$ cat config.mk
export PLATFORM = sky130hd
export DESIGN_NAME = interval_timer
export DESIGN_NICKNAME = d
export VERILOG_FILES = /design/src/rtl/tmr_pkg.sv /design/src/rtl/tmr_start_regs.sv /design/src/rtl/tmr_ctrl_trigger.sv /design/src/rtl/tmr_countdown.sv /design/src/rtl/interval_timer.sv
export SDC_FILE = /design/constraint.sdc
export NUM_CORES = 1
export LEC_CHECK = 0
export ABC_AREA = 1
export BUFFER_PORTS_ARGS = -buffer_cell sky130_fd_sc_hd__buf_2
export CAP_MARGIN = 10
export CORE_UTILIZATION = 45
export DETAILED_ROUTE_END_ITERATION = 16
export HOLD_SLACK_MARGIN = 0.1
export PLACE_DENSITY = 0.59
export SLEW_MARGIN = 0
export SYNTH_ARGS = -nofsm -noshare
export SYNTH_HDL_FRONTEND = slang
export SYNTH_SLANG_ARGS = --single-unit
$ cat constraint.sdc
create_clock -name clk -period 2.5 [get_ports clk]
set_input_delay 0.25 -clock clk [delete_from_list [all_inputs] [get_ports clk]]
set_output_delay 0.25 -clock clk [all_outputs]
set_load 0.03 [all_outputs]
$ cat src/rtl/tmr_pkg.sv
package tmr_pkg;
  // control word bit positions (software visible)
  localparam int CTRL_START_BIT = 0;
  localparam int CTRL_STOP_BIT  = 1;
  // status read bit positions
  localparam int STAT_EN_BIT    = 0;
  localparam int STAT_ROLL_BIT  = 1;

  typedef struct packed {
    logic stop;
    logic start;
  } tmr_cmd_t;

  // byte lane reached by a register index: index 0 is the most significant lane
  function automatic int lane_of_idx(input int idx, input int nbytes);
    return nbytes - 1 - idx;
  endfunction
endpackage

$ cat src/rtl/tmr_start_regs.sv
module tmr_start_regs #(
  parameter int NBYTES  = 3,
  parameter int BYTE_W  = 8,
  parameter int IDX_W   = 2,
  localparam int VAL_W  = NBYTES * BYTE_W
) (
  input  logic              clk,
  input  logic              rst_n,
  input  logic              wr_en,
  input  logic [IDX_W-1:0]  wr_idx,
  input  logic [BYTE_W-1:0] wr_data,
  output logic [VAL_W-1:0]  start_val
);
  import tmr_pkg::*;

  for (genvar g = 0; g < NBYTES; g++) begin : g_lane
    localparam int LANE_IDX = lane_of_idx(g, NBYTES);
    logic [BYTE_W-1:0] lane_q;
    logic              lane_hit;
    assign lane_hit = wr_en && (wr_idx == IDX_W'(LANE_IDX));
    always_ff @(posedge clk or negedge rst_n) begin
      if (!rst_n)        lane_q <= '0;
      else if (lane_hit) lane_q <= wr_data;
    end
    assign start_val[g*BYTE_W +: BYTE_W] = lane_q;
  end
endmodule

$ cat src/rtl/tmr_ctrl_trigger.sv
module tmr_ctrl_trigger #(
  parameter int BYTE_W   = 8,
  parameter int IDX_W    = 2,
  parameter int CTRL_IDX = 3
) (
  input  logic              clk,
  input  logic              rst_n,
  input  logic              wr_en,
  input  logic [IDX_W-1:0]  wr_idx,
  input  logic [BYTE_W-1:0] wr_data,
  output logic              trig,
  output tmr_pkg::tmr_cmd_t cmd
);
  import tmr_pkg::*;

  logic ctrl_hit;
  assign ctrl_hit = wr_en && (wr_idx == IDX_W'(CTRL_IDX));

  always_ff @(posedge clk or negedge rst_n) begin
    if (!rst_n) begin
      trig <= 1'b0;
      cmd  <= '0;
    end else begin
      trig <= ctrl_hit;
      if (ctrl_hit) begin
        cmd.start <= wr_data[CTRL_START_BIT];
        cmd.stop  <= wr_data[CTRL_STOP_BIT];
      end
    end
  end
endmodule

$ cat src/rtl/tmr_countdown.sv
module tmr_countdown #(
  parameter int VAL_W = 24
) (
  input  logic              clk,
  input  logic              rst_n,
  input  logic              trig,
  input  tmr_pkg::tmr_cmd_t cmd,
  input  logic [VAL_W-1:0]  start_val,
  output logic [VAL_W-1:0]  count,
  output logic              enable,
  output logic              roll_flag,
  output logic              count_zero,
  output logic              roll_event,
  output logic              load_event,
  output logic              stop_event
);
  // one step of a running counter: reload on zero, else decrement
  function automatic logic [VAL_W-1:0] step(input logic [VAL_W-1:0] cur,
                                            input logic [VAL_W-1:0] rel);
    return (cur == '0) ? rel : cur - VAL_W'(1);
  endfunction

  assign count_zero = (count == '0);
  assign stop_event = trig && cmd.stop;
  assign load_event = trig && cmd.start && !cmd.stop;
  assign roll_event = !trig && enable && count_zero;

  always_ff @(posedge clk or negedge rst_n) begin
    if (!rst_n) begin
      count     <= '0;
      enable    <= 1'b0;
      roll_flag <= 1'b0;
    end else if (stop_event) begin
      enable <= 1'b0;
    end else if (load_event) begin
      count     <= start_val;
      enable    <= 1'b1;
      roll_flag <= 1'b0;
    end else if (!trig && enable) begin
      count <= step(count, start_val);
      if (roll_event) roll_flag <= 1'b1;
    end
  end
endmodule

$ cat src/rtl/interval_timer.sv
module interval_timer #(
  parameter int NBYTES = 3,
  parameter int BYTE_W = 8,
  localparam int COUNT_W  = NBYTES * BYTE_W,
  localparam int CTRL_IDX = NBYTES,
  localparam int IDX_W    = $clog2(NBYTES + 1)
) (
  input  logic              clk,
  input  logic              rst_n,
  input  logic              wr_en,
  input  logic [IDX_W-1:0]  wr_idx,
  input  logic [BYTE_W-1:0] wr_data,
  output logic [BYTE_W-1:0] ctrl_rd_data,
  output logic              irq_out
);
  import tmr_pkg::*;

  logic [COUNT_W-1:0] start_val;
  logic [COUNT_W-1:0] count;
  logic               trig;
  tmr_cmd_t           cmd;
  logic               enable;
  logic               roll_flag;
  logic               count_zero;
  logic               roll_event;
  logic               load_event;
  logic               stop_event;

  tmr_start_regs #(.NBYTES(NBYTES), .BYTE_W(BYTE_W), .IDX_W(IDX_W)) u_start (
    .clk(clk), .rst_n(rst_n), .wr_en(wr_en), .wr_idx(wr_idx),
    .wr_data(wr_data), .start_val(start_val)
  );

  tmr_ctrl_trigger #(.BYTE_W(BYTE_W), .IDX_W(IDX_W), .CTRL_IDX(CTRL_IDX)) u_trig (
    .clk(clk), .rst_n(rst_n), .wr_en(wr_en), .wr_idx(wr_idx),
    .wr_data(wr_data), .trig(trig), .cmd(cmd)
  );

  tmr_countdown #(.VAL_W(COUNT_W)) u_core (
    .clk(clk), .rst_n(rst_n), .trig(trig), .cmd(cmd), .start_val(start_val),
    .count(count), .enable(enable), .roll_flag(roll_flag),
    .count_zero(count_zero), .roll_event(roll_event),
    .load_event(load_event), .stop_event(stop_event)
  );

  always_comb begin
    ctrl_rd_data                = '0;
    ctrl_rd_data[STAT_EN_BIT]   = enable;
    ctrl_rd_data[STAT_ROLL_BIT] = roll_flag;
  end
  assign irq_out = roll_flag;
endmodule

Yosys cells after proc, flatten, opt, wreduce, memory -nomap -nowiden
Cells that the tools add are included.
Widths: inputs -> output; s select.
{ "totals": {"reg_bits": 53, "in_bits": 13, "output_inout_bits": 9, "word_cells": 40} }
{ "classes": {"n_addsub": 1, "eq_ne": 3, "n_mux": 8, "bitwise": 1, "reduce_logical": 18} }
{ "ops": {"columns": ["cell", "n"], "rows": [
  ["$mux 24", 3],
  ["$logic_not 24->1", 1],
  ["$sub 24x1->24 const B", 1],
  ["$logic_and 1x1->1", 9],
  ["$reduce_bool 2->1", 3],
  ["$mux 1", 5],
  ["$eq 2x2->1 const B", 2],
  ["$reduce_and 3->1", 1],
  ["$eq 2x1->1 const B", 1],
  ["$logic_not 1->1", 2],
  ["$logic_not 2->1", 1],
  ["$reduce_and 2->1", 1],
  ["$not 1->1", 1]
]} }

Logic depth before layout (Yosys ltp)
Gate-level depths: netlist of run 1.
{ "logic_depth": {"depth_word": 6, "depth_mapped": 11, "depth_no_buf": 10} }

Cells and area by module
A second synthesis of run 1 with hierarchy kept.
{ "unflattened": {"cells_unflattened": 477, "hier_area_um2": 3347.0} }
{ "by_module_without_submodules": {"columns": ["module", "instances", "cells_each", "area_each_um2", "seq_area_each_um2"], "rows": [
  ["tmr_countdown", 1, 350, 2115.8, 650.6],
  ["tmr_start_regs", 1, 107, 1051.0, 600.6],
  ["tmr_ctrl_trigger", 1, 11, 116.4, 75.1],
  ["interval_timer", 1, 9, 63.8, 0.0]
]} }

Worst setup path after synthesis of run 1
Ideal clock, no wire load.
{ "synth_path": {"kind": "flip-flop to flip-flop", "startpoint": "reg u_core.count[0]", "endpoint": "reg u_core.count[20]", "setup_time_ns": 0.116, "t_arrival_ns": 1.413, "t_required_ns": 2.384, "path_slack_ns": 0.971, "stages_incl_launch_ff": 10, "path_buffers": 0, "period_less_slack_ns": 1.529, "cell_sequence": "dfrtp_1 inv_1 ha_1 nand2_1 nor2_1 nand2_1 o21ai_0 nand3_1 nand2_1 nand2_1"} }
{ "synth_via": {"elab_chain_len": 4, "elab_cells_between_ends": 5, "cone_classes": "add/sub: 1; mux: 3; reduce/logical: 1"} }
{ "synth_rtl": {"columns": ["element", "line", "rtl"], "rows": [
  ["start: declaration", "tmr_countdown.sv:9", "output logic [VAL_W-1:0] count,"],
  ["start signal: assignment", "tmr_countdown.sv:36", "count <= start_val;"],
  ["start signal: assignment", "tmr_countdown.sv:40", "count <= step(count, start_val);"],
  ["$sub 24x1->24 or $logic_not 24->1 (tied branches)", "tmr_countdown.sv:20", "return (cur == '0) ? rel : cur - VAL_W'(1);"],
  ["$mux 24 *", "tmr_countdown.sv:20", null],
  ["$mux 24 *", "tmr_countdown.sv:39", "end else if (!trig && enable) begin"],
  ["$mux 24 *", "tmr_countdown.sv:35", "end else if (load_event) begin"]
]} }
Mark *: on every way between the ends. The rest lies on a longest branch, timed or not. The select of a mux whose other input is x is not followed.
A chain may end at the register's enable or synchronous reset.

Worst setup path after layout of run 1
Ends and elaborated chain as after synthesis.

==> results.md, run 1 <==
- Outcome: finished clean
- Worst Tran Pin Value: 0.649 ns
- Design Area, Final: 3340 sq um
- Full die area: 7330 sq um
- Utilization after layout: 0.495
- Worst setup margin: 0.537 ns
- Yosys cell types: 30
- Initial antenna violation count: 0
- CP Capture Type: flip-flop
- Setup CP Type: reg2reg
- Via Count: 2558
- Startpoint types: flip-flop
- Vias in the first global route: 2535
- # rows: 30
- Top cells by area, synth: dfrtp_1, nand2_1, inv_1
- Top-count cell post-synth: nand2_1
- Crit share post-route: 0.785
- Mapped Cells: 431
- Hold_ws: 0.235 ns
- CTS tree: built
- Nets: 460
- Clk pin slew, worst setup/hold paths: 0.10 ns
- Clock root buffer: clkbuf_8
- Overall Global Routing Usage: 0.212
- Setup tns final: 0 ns
- CP required: 2.70 ns
- Clock Latency Late Sink: 0.31 ns
- Sequential area share after synthesis: 0.422
- RePlAce Congestion: 0.866
- Cts repair resizes: 0
- Post-DR vias/cell: 4.86
- Core box area: 6760 sq um
- First-pass GRT wire length: 12.3 mm
- Post-Syn Area per Cell: 7.30 sq um
- #FFs+latches synth: 53
- Hold Path Class: in2reg
- Routed WL per cell: 13.2 microns
- Drc violations: 0
- CTS sink count: 53
- Area leader, netlist: dfrtp_1
- Starting DRT DRC Count: 203
- First-pass DRT Iterations: 4
- Congestion Overflow GR: 0
- Fmax: 510 MHz
- Place WS: 0.600 ns
- Tmin final: 1.96 ns
- WP data arrival: 2.17 ns
- Max Slew Vio Count: 0
- TritonCTS Buffers: 5
- Post-CTS Setup Inserts: 0
- Worst Skew: 0.00558 ns
- Worst VDD drop: 337 uV
- Share of the synthesized area in the top cell type: 0.422
- Max_slew headroom: 0.568
- Final setup violation count: 0
- Port buffer count: 15
- H-tree levels: 2
- Initial core utilization: 0.466
- Antenna viol nets, final: 0
- Inserted Diodes: 0
- Die extent in y: 85.6 microns
- Largest net degree at the start of global routing: 30
- Max-Cap Viols: 0
- Top Ports: 22
- FFs w/ async S/R, synth: 1.00
- Layout cells sized above 1: 0.150
- Layout area overhead: 6.25%
- Ys Warns: 0
- Die X: 85.6 microns
- Power Density: 955 nW/um^2
- Post-Route WL: 6.94 mm
- RSZ-0062 raised after global routing: no
- Detailed placer's ending HPWL: 5.11 mm
- Deepest clock path buffer count: 2
- Leakage power figure: 1.75 nW
- Worst-path maximum fanout: 6
- Number of flops mapped to enable cells by yosys: 0
- Synth Cell Area: 3150 sq um
- Top post-synthesis cells by count: nand2_1, inv_1, dfrtp_1, nand3_1, o21ai_0
- Top FF cell, synth: dfrtp_1
- Placed Area: 3230 sq um
- Final hold vios: 0
## registers in the layout, summed over array words and instances, names as in the netlist
| name | cells |
|---|---|
| u_core.count | 24 |
| u_start.g_lane.lane_q | 24 |
| u_trig.cmd | 2 |
| u_core.enable | 1 |
| u_core.roll_flag | 1 |
| u_trig.trig | 1 |
## kinds of logic (layout without fill, tap and decap cells)
kind of cell / after synthesis / in the layout / synth area share
buf+inv: 81 / 91 / 0.130
fa+ha+maj: 2 / 2 / 0.00795
compound gates: 42 / 42 / 0.0704
xor+xnor: 5 / 5 / 0.0139
simple gates: 247 / 247 / 0.354
other cells: 1 / 6 / 0.00119
flops: 53 / 53 / 0.422
## area by class of cell
| cell class | instances | area, sq um |
|---|---|---|
| fillers | 692 | 3410 |
| multi-input cells | 302 | 1430 |
| flip-flops and latches | 53 | 1330 |
| inverters | 61 | 243 |
| repair buffers | 22 | 143 |
| well taps | 80 | 100 |
| clock buffers | 6 | 82.6 |
| clock inverters | 2 | 17.5 |
## routing by layer
metal	share of wire	GRT usage
met1	0.50	0.304
met3	0.041	0.0327
met4	0.012	0.0561
met2	0.44	0.335
met5	0	0
## final timing paths
check / to / cells after the start / from / slack, ns
max reg2reg: u_core.count[20] / 9 / u_core.count[0] / 0.54
max: u_core.count[20] / 9 / u_core.count[0] / 0.54
min reg2reg: u_start.g_lane[1].lane_q[7] / 2 / u_start.g_lane[1].lane_q[7] / 0.49
max in group asynchronous: u_core.count[5] / 3 / rst_n / 1.43
min: u_start.g_lane[1].lane_q[7] / 3 / wr_data[7] / 0.24
min in group asynchronous: u_core.count[1] / 2 / rst_n / 0.49
## what timing repair did
action                     CTS  global route
hold buffers                 1             0
setup endpoints to repair    0             0
hold endpoints to repair    25             0
## per-stage QoR
stage / total power [mW] / instances
3_3_place_gp: 2.65 / 517
3_5_place_dp: 2.66 / 517
5_1_grt: 3.49 / 526
6_report: 3.19 / 526
4_1_cts: 3.21 / 526
2_1_floorplan: 2.36 / 436
## report_power, final
group	switching, mW	internal (mW)
logic	0.802	0.454
registers	0.280	1.12
clock network	0.307	0.231
## cell usage in the layout (no fill, tap or decap), types with 6 or more instances in the layout
cell type / instances
buf_2: 15
clkbuf_8: 6
conb_1: 6
dfrtp_1: 53
inv_1: 59
nand2_1: 136
nand2_2: 19
nand3_1: 35
nand4_1: 9
nor2_1: 31
nor2_2: 8
o21ai_0: 35
## worst max-delay path, stage by stage, from the launching register on
cell and delay, ns:
dfrtp_1 0.41, inv_1 0.11, ha_1 0.29, nand2_1 0.14
nor2_1 0.34, nand2_1 0.17, o21ai_0 0.18, nand3_1 0.09
nand2_1 0.08, nand2_1 0.05
(Power assumes the default switching activity.)
==> inputs of run 2 (changes only) <==
PLACE_DENSITY = 0.62   (was 0.59)
clock period = 1.7 ns   (was 2.5 ns; I/O delays follow)
==> run 2 against run 1 <==
  * Maximum frequency grew 23%
  * Non-clock buffer count grew 13
  * Highest routed layer unchanged
  * Sequential power grew 46%
  * Via count grew 1.8%
  * Critical path type unchanged
  * Routed wire length grew 5.6%
  * Register-to-register slack lost 0.44 ns
  * Design area grew 5.6%
  * Global-route usage grew 1.2 points
  * Final cell count grew 2.5%
==> results.md, run 2 (synthesis results as in run 1) <==
- Outcome: finished clean
- Crit share post-route: 0.942 (+0.157)
- Placed Area: 3340 sq um (+3.5%)
- Nets: 473 (+2.8%)
- First-pass DRT Iterations: 4 (unchanged)
- RePlAce Congestion: 0.876 (+1.1%)
- Full die area: 7330 sq um (unchanged)
- Top Ports: 22 (unchanged)
- Max layer used: met4
- Post-Route WL: 7.33 mm (+5.6%)
- Largest regs: u_core.count x24, u_start.g_lane.lane_q x24, u_trig.cmd x2
- Setup CP Type: reg2reg
- Startpoint types: flip-flop
- Post-Place Cells: 527 (+1.9%)
- Largest net degree at the start of global routing: 54 (+80%)
- Tmin final: 1.60 ns (-0.362 ns)
- Core box area: 6760 sq um (unchanged)
- Worst setup margin: 0.0992 ns (-0.438 ns)
- Fin cells: 539 (+2.5%)
- Clock Latency Late Sink: 0.31 ns (about the same)
- Drc violations: 0 (unchanged)
- Most frequent cells in the layout: nand2_1, inv_1, dfrtp_1, nand3_1, o21ai_0
- M1 wire length: 3.71 mm (+6.6%)
- CP required: 1.90 ns (-0.80 ns)
- Routed WL per cell: 13.6 microns (+3.0%)
- Fillers: 673 (-2.7%)
- DR WL met2: 3.35 mm (+8.4%)
- Via Count: 2603 (+1.8%)
- Starting DRT DRC Count: 159 (-22%)
- Final hold vios: 0 (unchanged)
- Max-Cap Viols: 0 (unchanged)
- Worst VDD drop: 615 uV (+83%)
- Die X: 85.6 microns (unchanged)
- Worst-path maximum fanout: 9 (+3)
- Place WS: 0.0465 ns (-0.554 ns)
- Clock root buffer: clkbuf_8
- Max_slew headroom: 0.660 (+0.0929)
- Hold path cells: 3 (unchanged)
- Port buffer count: 15 (unchanged)
- Initial antenna violation count: 0 (unchanged)
- Deepest clock path buffer count: 2 (unchanged)
- Commonest non-fill, non-tap cell in the layout: nand2_1
- Antenna viol nets, final: 0 (unchanged)
- Detailed placer's ending HPWL: 5.24 mm (+2.4%)
- Worst Skew: 0.00609 ns (+0.000516 ns)
- Layout area overhead: 12.2%
- First-pass GRT wire length: 12.7 mm (+3.6%)
- Overall Global Routing Usage: 0.223 (+0.0116)
- Fmax: 625 MHz (+23%)
- Initial core utilization: 0.466 (unchanged)
- Clk pin slew, worst setup/hold paths: 0.10 ns (about the same)
- Design Area, Final: 3530 sq um (+5.6%)
- Layout cells sized above 1: 0.205 (+0.0546)
- # rows: 30 (unchanged)
- CP Capture Type: flip-flop
- Met3 routed WL: 190 microns (-34%)
- Hold Path Class: in2reg
- H-tree levels: 2 (unchanged)
- TritonCTS Buffers: 5 (unchanged)
- Final setup violation count: 0 (unchanged)
- Inserted Diodes: 0 (unchanged)
- Leakage power figure: 1.82 nW (+4.3%)
- Utilization after layout: 0.522 (+0.0278)
- Post-DR vias/cell: 4.83 (-0.70%)
- Power Density: 1400 nW/um^2 (+47%)
- CTS sink count: 53 (unchanged)
- Vias in the first global route: 2520 (-0.59%)
- Die extent in y: 85.6 microns (unchanged)
- WP data arrival: 1.80 ns (-0.37 ns)
- Congestion Overflow GR: 0 (unchanged)
- Worst Tran Pin Value: 0.508 ns (-0.141 ns)
- CTS tree: built
- Max Slew Vio Count: 0 (unchanged)
- Worst reg-to-reg path cell count: 10 (+1)
- Setup tns final: 0 ns (unchanged)
run 2: cell types whose count changed in the layout (fill, tap and decap cells not counted), sizes merged:
| cell | previous run | this run |
|---|---|---|
| buf | 21 | 34 |
run 2: timing repair:
| action | 4_1_cts | 5_1_grt |
|---|---|---|
| resized for setup | 0 | 22 |
| endpoints found under the setup margin | 0 | 13 |
| hold buffers | 1 | 0 |
| endpoints found under the hold margin | 53 | 0 |
| setup buffers | 0 | 3 |
run 2: path summary, 6_finish.rpt:
path	startpoint	slack, ns	to
worst max register to register	u_core.count[0]	0.1	u_core.count[18]
min in group asynchronous	rst_n	0.36	u_core.count[10]
worst max-delay path	u_core.count[0]	0.1	u_core.count[18]
worst min register to register	u_start.g_lane[2].lane_q[4]	0.49	u_start.g_lane[2].lane_q[4]
max in group asynchronous	rst_n	1.05	u_core.count[5]
worst min-delay path	wr_data[5]	0.14	u_start.g_lane[2].lane_q[5]
run 2: metal layers:
layer / vias up / GRT usage
li1: 1370 / -
met1: 1188 / 0.320
met2: 39 / 0.361
met3: 6 / 0.0318
met4: 0 / 0.0500
met5: - / 0
run 2: through the flow:
step,power (mW),hold WS [ns]
2_1_floorplan,3.46,-0.126
3_3_place_gp,4.01,0.197
3_5_place_dp,4.04,0.191
4_1_cts,4.85,0.132
5_1_grt,5.39,0.149
6_report,4.95,0.136
run 2: cell type report:
type	count	area, sq um	share of cell area
Sequential cell	53	1330	0.376
Timing Repair Buffer	35	278	0.0787
Inverter	61	245	0.0695
Tap cell	80	100	0.0284
Clock buffer	6	82.6	0.0234
Multi-Input combinational cell	302	1480	0.419
Clock inverter	2	17.5	0.00496
run 2: worst max-delay path, stage by stage (launching register included):
cell     delay, ns
dfrtp_1       0.41
inv_2         0.07
ha_1          0.16
nand3_1       0.09
nor2_2        0.16
nand3_4       0.11
nand2_8       0.11
buf_12        0.14
nand2_2       0.06
nand2_1       0.08
o21ai_1       0.08
run 2: where the power goes:
| group | switching (mW) | internal, mW | leakage, nW | total [mW] |
|---|---|---|---|---|
| clock network | 0.449 | 0.339 | 0.0518 | 0.788 |
| logic | 1.29 | 0.822 | 1.11 | 2.11 |
| registers | 0.407 | 1.64 | 0.660 | 2.05 |
==> inputs of run 3 (changes only) <==
PLACE_DENSITY = 0.68   (was 0.62)
==> run 3 against run 2 <==
  * Setup slack got worse by 0.023 ns
  * Largest cell class unchanged
  * Sequential share of layout area fell by 0.37 points
  * Sequential power barely moved
  * Core utilization rose by 0.52 points
  * Global-route usage fell by 1.4 points
  * Highest routed layer unchanged
==> results.md, run 3 (synthesis results as in run 1) <==
- TritonCTS Buffers: 5 (unchanged)
- Routing usage on met2: 0.335 (-0.0262)
- Post-Route WL: 7.00 mm (-4.5%)
- GRT busiest layer: met2
- R2R Path End: u_core.count[2]
- Die extent in y: 85.6 microns (unchanged)
- Max Slew Vio Count: 0 (unchanged)
- Die X: 85.6 microns (unchanged)
- Final hold vios: 0 (unchanged)
- Clock Latency Late Sink: 0.31 ns (about the same)
- Tmin final: 1.62 ns (+0.0228 ns)
- Commonest non-fill, non-tap cell in the layout: nand2_1
- Crit share post-route: 0.955 (+0.0134)
- Critical path endpoint: u_core.count[2]
- Post-DR vias/cell: 4.99 (+3.4%)
- CP Cell Sequence: inv_2 -> ha_2 -> nand3_2 -> nor2_4 -> nand3_4 -> nand2_8 -> buf_6 -> o21ai_0 -> nand2_1 -> nand2_1
- Worst-path maximum fanout: 7 (-2)
- Overall Global Routing Usage: 0.209 (-0.0142)
- Worst Tran Pin Value: 0.527 ns (+0.0189 ns)
- Largest regs: u_core.count x24, u_start.g_lane.lane_q x24, u_trig.cmd x2
- Setup tns final: 0 ns (unchanged)
- Fin cells: 541 (+0.37%)
- Top Ports: 22 (unchanged)
- Met1 usage: 0.295 (-0.0249)
- WP data arrival: 1.83 ns (+0.03 ns)
- Post-Place Cells: 527 (unchanged)
- Hold path start: wr_data[2]
- Worst Skew: 0.00938 ns (+0.00329 ns)
- Detailed placer's ending HPWL: 5.05 mm (-3.7%)
- Layout cells sized above 1: 0.204 (-0.000888)
- RePlAce Congestion: 0.914 (+4.3%)
- Hold Path Class: in2reg
- Slowest stage cell, crit path: dfrtp_1
- Routed WL per cell: 12.9 microns (-4.8%)
- CTS sink count: 53 (unchanged)
- Max-Cap Viols: 0 (unchanged)
- Worst reg-to-reg path cell count: 10 (unchanged)
- R2R Setup Slk: 0.08 ns (-0.02 ns)
- Starting DRT DRC Count: 244 (+53%)
- Clk pin slew, worst setup/hold paths: 0.10 ns (about the same)
- Placed Area: 3320 sq um (-0.75%)
- Worst path top cell family by delay: simple AND/OR/NAND/NOR gates
- Worst Path Buf+Inv: 2 (unchanged)
- Final Power: 4.98 mW (+0.64%)
- Core box area: 6760 sq um (unchanged)
- Worst Setup SP: u_core.count[0]
- Nets: 476 (+0.63%)
- Clock root buffer: clkbuf_8
- Vias in the first global route: 2504 (-0.63%)
- Most frequent cells in the layout: nand2_1, inv_1, dfrtp_1, o21ai_0, nand3_1
- Leakage power figure: 1.85 nW (+1.3%)
- CP Capture Type: flip-flop
- Via Count: 2701 (+3.8%)
- Full die area: 7330 sq um (unchanged)
- Max_slew headroom: 0.648 (-0.0126)
- Antenna viol nets, final: 0 (unchanged)
- Design Area, Final: 3560 sq um (+0.99%)
- Initial core utilization: 0.466 (unchanged)
- Drc violations: 0 (unchanged)
- First-pass DRT Iterations: 4 (unchanged)
- First-pass GRT wire length: 12.0 mm (-5.9%)
- RSZ-0062 raised after global routing: yes
- Deepest clock path buffer count: 2 (unchanged)
- Largest net degree at the start of global routing: 54 (unchanged)
- Grt met3 use: 0.0366 (+0.00481)
- CP required: 1.91 ns (about the same)
- CTS tree: built
- Port buffer count: 15 (unchanged)
- Layout area overhead: 13.3%
- Largest stage delay on the critical path: 0.41 ns (about the same)
- Fmax: 616 MHz (-1.4%)
- H-tree levels: 2 (unchanged)
- Initial antenna violation count: 0 (unchanged)
- Congestion Overflow GR: 0 (unchanged)
- Reg2reg start: u_core.count[0]
- Critical path's most frequent cell: nand2_1
- # rows: 30 (unchanged)
- Inserted Diodes: 0 (unchanged)
- Setup CP Type: reg2reg
- Worst VDD drop: 678 uV (+10%)
- Power Density: 1400 nW/um^2 (-0.35%)
- Outcome: finished clean
- Startpoint types: flip-flop
- Critical path depth: 10 (unchanged)
- Final setup violation count: 0 (unchanged)
## run 3: cell types whose count changed in the layout (fill, tap and decap cells not counted), moves of 2 or more
cell and delta:
nor2_2 -4, nor2_1 +3, o21ai_0 +3, o21ai_1 -3, buf_12 -2, buf_6 +2
## run 3: what timing repair did
action                                  4_1_cts  5_1_grt
setup buffers                                 0        4
endpoints found under the setup margin        0       24
endpoints found under the hold margin        53        0
gates resized for setup                       0       20
hold buffers                                  1        0
## run 3: layout make-up
| type | count | area (sq um) |
|---|---|---|
| Clock buffer | 5 | 68.8 |
| Clock inverter | 2 | 38.8 |
| Fill cell | 643 | 3190 |
| Inverter | 61 | 245 |
| Multi-Input combinational cell | 303 | 1490 |
| Sequential cell | 53 | 1330 |
| Tap cell | 80 | 100 |
| Timing Repair Buffer | 37 | 293 |
## run 3: power by group
part | internal, mW | switching (mW) | leakage (nW)
combinational | 0.805 | 1.27 | 1.13
sequential | 1.64 | 0.398 | 0.660
clock | 0.436 | 0.425 | 0.0546
total | 2.89 | 2.10 | 1.85
## run 3: per-stage QoR
step	worst slack, ns	utilization	hold slack, ns
global route	-0.0143	0.528	0.143
finish	0.0765	0.528	0.134
CTS	0.0110	0.509	0.133
detailed placement	0.0272	0.491	0.185
floorplan	0.171	-	-0.126
global placement	0.0639	0.491	0.190
## run 3: layer usage
metal  wire length (microns)  vias to the layer above
li1                        -                     1382
met1                    3360                     1241
met2                    3180                       70
met3                     381                        8
met4                      74                        0
met5                       0                        -
## run 3: worst register-to-register path, stage by stage, from the launching register on
cell     delay, ns
dfrtp_1       0.41
inv_2         0.08
ha_2          0.18
nand3_2       0.09
nor2_4        0.15
nand3_4       0.14
nand2_8       0.15
buf_6         0.15
o21ai_0       0.07
nand2_1       0.07
nand2_1       0.04
## run 3: how the worst min path moves through the flow
stage | end | slack (ns) | cells after the start
5_1_grt | u_start.g_lane[0].lane_q[5] | 0.14 | 3
2_1_floorplan | u_core.count[0] | -0.13 | 0
3_3_place_gp | u_core.count[7] | 0.19 | 2
6_report | u_start.g_lane[1].lane_q[2] | 0.13 | 3
4_1_cts | u_start.g_lane[0].lane_q[2] | 0.13 | 3
3_5_place_dp | u_core.count[7] | 0.19 | 2
